==> src/rtl/pm_pkg.sv <==
package pm_pkg;
  localparam int BYTE_W  = 8;
  localparam int DATA_W  = 16;
  localparam int MASK_W  = 2;
  localparam int CNT_W   = 8;
  localparam int ADDR_W  = 10;
  localparam int NUM_PAT = 4;

  localparam logic [ADDR_W-1:0] PAIR01_BASE = 10'h280;
  localparam logic [ADDR_W-1:0] PAIR23_BASE = 10'h300;
  localparam logic [ADDR_W-1:0] LEN01_ADDR  = 10'h006;
  localparam logic [ADDR_W-1:0] LEN23_ADDR  = 10'h008;

  // mask[0] frees the even byte (data[7:0]), mask[1] the odd byte
  typedef struct packed {
    logic [MASK_W-1:0] mask;
    logic [DATA_W-1:0] data;
  } pat_word_t;
endpackage

==> src/rtl/pm_stream_tracker.sv <==
module pm_stream_tracker
  import pm_pkg::*;
(
  input  logic             clk,
  input  logic             rst,
  input  logic             rx_valid,
  input  logic             rx_sof,
  input  logic             rx_eof,
  output logic             take,
  output logic             first,
  output logic [CNT_W-1:0] idx
);
  logic             in_frame;
  logic [CNT_W-1:0] next_idx;

  assign first = rx_valid & rx_sof;
  assign take  = rx_valid & (rx_sof | in_frame);
  assign idx   = rx_sof ? '0 : next_idx;

  always_ff @(posedge clk) begin
    if (rst) begin
      in_frame <= 1'b0;
      next_idx <= '0;
    end else if (take) begin
      in_frame <= ~rx_eof;
      next_idx <= (&idx) ? idx : idx + 1'b1;  // saturate on long frames
    end
  end
endmodule

==> src/rtl/pm_lane.sv <==
module pm_lane
  import pm_pkg::*;
#(
  parameter int WORDS = 32,
  localparam int WA_W = $clog2(WORDS)
) (
  input  logic             clk,
  input  logic             rst,
  input  logic             wr_en,
  input  logic [WA_W-1:0]  wr_addr,
  input  pat_word_t        wr_word,
  input  logic [CNT_W-1:0] length,
  input  logic             enable,
  input  logic             take,
  input  logic             first,
  input  logic [CNT_W-1:0] idx,
  input  logic [BYTE_W-1:0] rx_byte,
  output logic             hit
);
  localparam logic [CNT_W-1:0] CAP = CNT_W'(2 * WORDS);

  pat_word_t mem [WORDS];
  pat_word_t rd;
  logic [BYTE_W-1:0] want;
  logic              dont_care, byte_ok, run_ok, run_nxt, len_ok;
  logic [CNT_W-1:0]  eff_len, last_idx;

  always_ff @(posedge clk) begin
    if (wr_en) mem[wr_addr] <= wr_word;
  end

  assign rd        = mem[idx[WA_W:1]];
  assign want      = idx[0] ? rd.data[DATA_W-1:BYTE_W] : rd.data[BYTE_W-1:0];
  assign dont_care = idx[0] ? rd.mask[1] : rd.mask[0];
  assign byte_ok   = dont_care | (want == rx_byte);

  assign eff_len  = (length > CAP) ? CAP : length;
  assign len_ok   = length >= CNT_W'(2);
  assign last_idx = eff_len - 1'b1;
  assign run_nxt  = (first | run_ok) & byte_ok;

  always_ff @(posedge clk) begin
    if (rst) begin
      run_ok <= 1'b0;
      hit    <= 1'b0;
    end else if (take) begin
      run_ok <= run_nxt;
      if (first)
        hit <= 1'b0;
      else if (len_ok && idx == last_idx)
        hit <= run_nxt & enable;
    end
  end
endmodule

==> src/rtl/pm_matcher.sv <==
module pm_matcher
  import pm_pkg::*;
#(
  parameter int BUF01_WORDS = 32,
  parameter int BUF23_WORDS = 64
) (
  input  logic                       clk,
  input  logic                       rst,
  input  logic                       cfg_we,
  input  logic [ADDR_W-1:0]          cfg_addr,
  input  logic [DATA_W+MASK_W-1:0]   cfg_wdata,
  input  logic                       rx_valid,
  input  logic                       rx_sof,
  input  logic                       rx_eof,
  input  logic [BYTE_W-1:0]          rx_byte,
  input  logic [NUM_PAT-1:0]         pat_en,
  output logic [NUM_PAT-1:0]         pat_hit,
  output logic                       any_hit
);
  logic [NUM_PAT-1:0][CNT_W-1:0] len_q;
  logic             take, first;
  logic [CNT_W-1:0] idx;

  always_ff @(posedge clk) begin
    if (rst) begin
      len_q <= '0;
    end else if (cfg_we) begin
      if (cfg_addr == LEN01_ADDR) begin
        len_q[0] <= cfg_wdata[BYTE_W-1:0];
        len_q[1] <= cfg_wdata[DATA_W-1:BYTE_W];
      end else if (cfg_addr == LEN23_ADDR) begin
        len_q[2] <= cfg_wdata[BYTE_W-1:0];
        len_q[3] <= cfg_wdata[DATA_W-1:BYTE_W];
      end
    end
  end

  pm_stream_tracker u_trk (
    .clk(clk), .rst(rst), .rx_valid(rx_valid), .rx_sof(rx_sof),
    .rx_eof(rx_eof), .take(take), .first(first), .idx(idx)
  );

  for (genvar p = 0; p < NUM_PAT; p++) begin : g_lane
    localparam int WORDS = (p < 2) ? BUF01_WORDS : BUF23_WORDS;
    localparam int WA_W  = $clog2(WORDS);
    localparam logic [ADDR_W-1:0] BASE = (p < 2) ? PAIR01_BASE : PAIR23_BASE;
    localparam logic [ADDR_W-1:0] SPAN = ADDR_W'(4 * WORDS);
    localparam logic SIDE = (p % 2) == 1;

    logic [ADDR_W-1:0] offs;
    logic              sel;
    pat_word_t         wword;

    assign offs  = cfg_addr - BASE;
    assign sel   = cfg_we && (cfg_addr >= BASE) && (offs < SPAN) && (offs[1] == SIDE);
    assign wword = cfg_wdata;

    pm_lane #(.WORDS(WORDS)) u_lane (
      .clk(clk), .rst(rst), .wr_en(sel), .wr_addr(offs[WA_W+1:2]),
      .wr_word(wword), .length(len_q[p]), .enable(pat_en[p]),
      .take(take), .first(first), .idx(idx), .rx_byte(rx_byte),
      .hit(pat_hit[p])
    );
  end

  assign any_hit = |pat_hit;
endmodule

==> config.mk <==
export PLATFORM = sky130hd
export DESIGN_NAME = pm_matcher
export DESIGN_NICKNAME = d
export VERILOG_FILES = /design/src/rtl/pm_pkg.sv /design/src/rtl/pm_stream_tracker.sv /design/src/rtl/pm_lane.sv /design/src/rtl/pm_matcher.sv
export SDC_FILE = /design/constraint.sdc
export NUM_CORES = 2
export LEC_CHECK = 0
export BUFFER_PORTS_ARGS = -buffer_cell sky130_fd_sc_hd__buf_2
export CORE_ASPECT_RATIO = 0.8
export CORE_MARGIN = 2
export CORE_UTILIZATION = 55
export DETAILED_ROUTE_END_ITERATION = 12
export PLACE_DENSITY = 0.68
export SYNTH_ARGS = -nofsm -noshare
export SYNTH_HDL_FRONTEND = slang
export SYNTH_SLANG_ARGS = --single-unit
export TNS_END_PERCENT = 20
==> constraint.sdc <==
create_clock -name clk -period 7.65 [get_ports clk]
set_input_delay 1.53 -clock clk [delete_from_list [all_inputs] [get_ports clk]]
set_output_delay 1.53 -clock clk [all_outputs]
set_load 0.01 [all_outputs]
==> impl_metrics.toml <==
[critical_path]
crit_required_ns = 8.46
rrSetupSlack_ns = 1.74
crit_fanout = 38
worstSetupEndpointType = "flop"
path_common_cell = "buf_4"
reg2reg_to = "g_lane[2].u_lane.run_ok"
reg2reg_from = "u_trk.next_idx[1]"
crit_chain = "nand2b_4 > buf_4 > nor2_4 > buf_4 > a222oi_1 > a211oi_1 > or4_1 > a21boi_0 > nor3b_1 > nand3_1 > a311oi_1"
start_kind = "flop"
worstRegToRegCells = 11
slowest_delay_ns = 1.28
crit_type = "reg -> reg"
crit_path_top_delay_cell = "a211oi_1"
arrival_ns = 6.72

[global_routing]
grt_antenna_before_repair = 38
grt_pass1_wl_mm = 607
grt_max_degree = 151
grt_use_total_pct = 33.9
grt_pass1_vias = 77800
grt_overflow = 0

[sta]
worst_clock_skew_ns = 0.0333
finalSetupTns_ns = 0
slew_headroom_pct = -10.4
period_share_pct = 77.3
grt_setup_unrepaired = "false"
whs_ns = 0.479
fmax_mhz = 169
slew_viol_final = 13
min_period_ns = 5.91
finalWorstSetupSlack_ns = 1.74
final_hold_viol_count = 0
setup_viol = 0
tightest_slew_ns = 1.64

[place]
io_buffer_count = 50
hpwlAfterDp_mm = 258
pre_cts_ws_ns = 1.16
gp_congestion = 0.976

[clocking]
clk_path_buf_depth = 4
cts_inserted_buffers = 336
ctsHoldBuffers = 0
postCtsSetupBuffers = 0
clk_latency_ns = 0.90
clk_pin_slew_ns = 0.06
clkSinkCount = 3505
cts_resized = 0
cts_root_buf = "clkbuf_16"
h-tree-depth = 5
cts_tree = "done"

[route]
routedWlPerCell_microns = 37.2
ant_nets = 0
drc = 0
routed_wl_mm = 437
drt-pass1-iter-count = 9
initialDrtViolationCount = 16100
vias_per_cell = 7.05
vias = 82900

[synthesis]
post-synth-top-count-cell = "edfxtp_1"
yosysSeqAreaShare_pct = 75.8
yosys_warnings = 0
syn_nets = 7979
synthTopCellsByCount = "edfxtp_1 (3456), mux2i_1 (541), nand2_1 (534)"
synth_edf_count = 3456
synth_area_sq_mm = 0.138
synth_area_per_cell_sq_um = 17.4
synth_top_cell_area_share_pct = 75.0
ys_ff_latch = 3505
synth.area.top_cells = "edfxtp_1 (75%), mux4_2 (3.9%), mux2i_1 (3.9%)"
syn_inst = 7927
synthFlopType = "edfxtp_1"
async_flop_share_pct = 0
yosys.area.top_type = "edfxtp_1"
synth_cell_types = 90

[floorplan]
rows = 164
num_io_pins = 51
start_util_pct = 55.3
core_sq_mm = 0.250
die_area_sq_mm = 0.255
die_y_microns = 453
chipWidth_microns = 565

[hold_path]
holdPathEnd = "len_q[15]"
hold_class = "reg -> reg"
hold_start = "len_q[15]"
holdPathStages = 2

[power]
p_sw_share_pct = 20.6
power_frac_comb_pct = 2.5
power.internal_mw = 30.3
p_per_area_mw_per_mm2 = 247
power.share.clock_pct = 42.1
p_switching_mw = 7.85
power.leakage_nw = 46.9
vdd_drop_max_mv = 0.178
seq_power_share_pct = 55.4

[cells_and_area]
drive_above_1_share_pct = 18.4
area_delta_synth_final_pct = 11.7
nets = 8197

[status]
violations = "capacitance limit, slew limit"
outcome = "finished, violations left"

[job]
drv_cap = 3
registers in the layout, summed over array words and instances (netlist names):
| register | flops |
|---|---|
| u_trk.in_frame | 1 |
| g_lane.u_lane.run_ok | 4 |
| len_q | 32 |
| u_trk.next_idx | 8 |
| g_lane.u_lane.hit | 4 |
| g_lane.u_lane.mem | 3456 |
final cells by class:
cell class                      count  area [sq um]
Sequential cell                  3505        105000
Fill cell                       17400         95400
Multi-Input combinational cell   3855         31500
Clock buffer                      445          9110
Tap cell                         3320          4150
Timing Repair Buffer              423          3560
Clock inverter                    152          1230
Inverter                           24           118
Antenna cell                       29          72.6
cell families (layout without fill, tap and decap cells):
logic type	count (synthesis)	in the layout	synth area share [%]
buffers and inverters	567	1044	2.01
adder cells (fa/ha/maj)	6	6	0.0543
other	0	29	0
AND/OR/NAND/NOR	1229	1229	4.04
AO/OA/AOI/OAI	1584	1584	8.32
XOR/XNOR	61	61	0.386
multiplexers	975	975	9.44
flip-flops	3505	3505	75.8
how the worst max path moves through the flow:
stage / depth (start not counted) / from / endpoint / slack [ns]
global route: 13 / rx_sof / g_lane[3].u_lane.run_ok / 1.63
finish: 11 / u_trk.next_idx[1] / g_lane[2].u_lane.run_ok / 1.74
detailed placement: 13 / rx_sof / g_lane[3].u_lane.run_ok / 1.16
global placement: 13 / rx_sof / g_lane[3].u_lane.run_ok / 1.02
CTS: 11 / u_trk.next_idx[1] / g_lane[1].u_lane.hit / 2.00
floorplan: 16 / rx_sof / u_trk.next_idx[3] / 3.42
placed cells by master, fill, tap and decap left out, drive strengths merged, types with 190 or more instances in the layout:
cell / Yosys / layout
buf: 333 / 423
a221oi: 217 / 217
mux2: 190 / 190
clkbuf: 210 / 445
nand2: 535 / 535
mux4: 244 / 244
nor2: 310 / 310
mux2i: 541 / 541
edfxtp: 3456 / 3456
a21oi: 278 / 278
critical path, delay by kind of cell (launching register included):
family	cells	cell delay, ns
DFF	1	0.97
and+or+nand+nor	5	2.08
AOI/OAI and AO/OA	4	1.78
buffers and inverters	2	0.91
stage by stage:
| stage | utilization, % | power, mW | cells | area [sq um] |
|---|---|---|---|---|
| floorplan | - | 21.8 | 7927 | 138000 |
| global route | 61.8 | 38.9 | 11700 | 154000 |
| detailed placement | 57.6 | 22.4 | 11100 | 144000 |
| CTS | 61.8 | 38.1 | 11700 | 154000 |
| finish | 61.8 | 38.1 | 11800 | 154000 |
| global placement | 57.6 | 22.4 | 11100 | 144000 |
power by group through the flow:
stage / Sequential, mW / Clock, mW / Combinational (mW)
after global placement: 21.5 / 0 / 0.891
final: 21.1 / 16.0 / 0.956
after global routing: 21.1 / 16.8 / 0.973
after CTS: 21.1 / 16.1 / 0.918
after detailed placement: 21.5 / 0 / 0.917
after floorplan: 21.5 / 0 / 0.306
routing by layer:
metal / GRT usage (%) / vias up / part of all wire (%)
met5: 0.522 / - / 0.067
met4: 13.6 / 18 / 4.6
met3: 12.2 / 1026 / 16
met2: 46.5 / 6897 / 42
met1: 49.3 / 42100 / 37
li1: - / 32800 / -
Note: power is estimated with default switching activity, not from simulation.
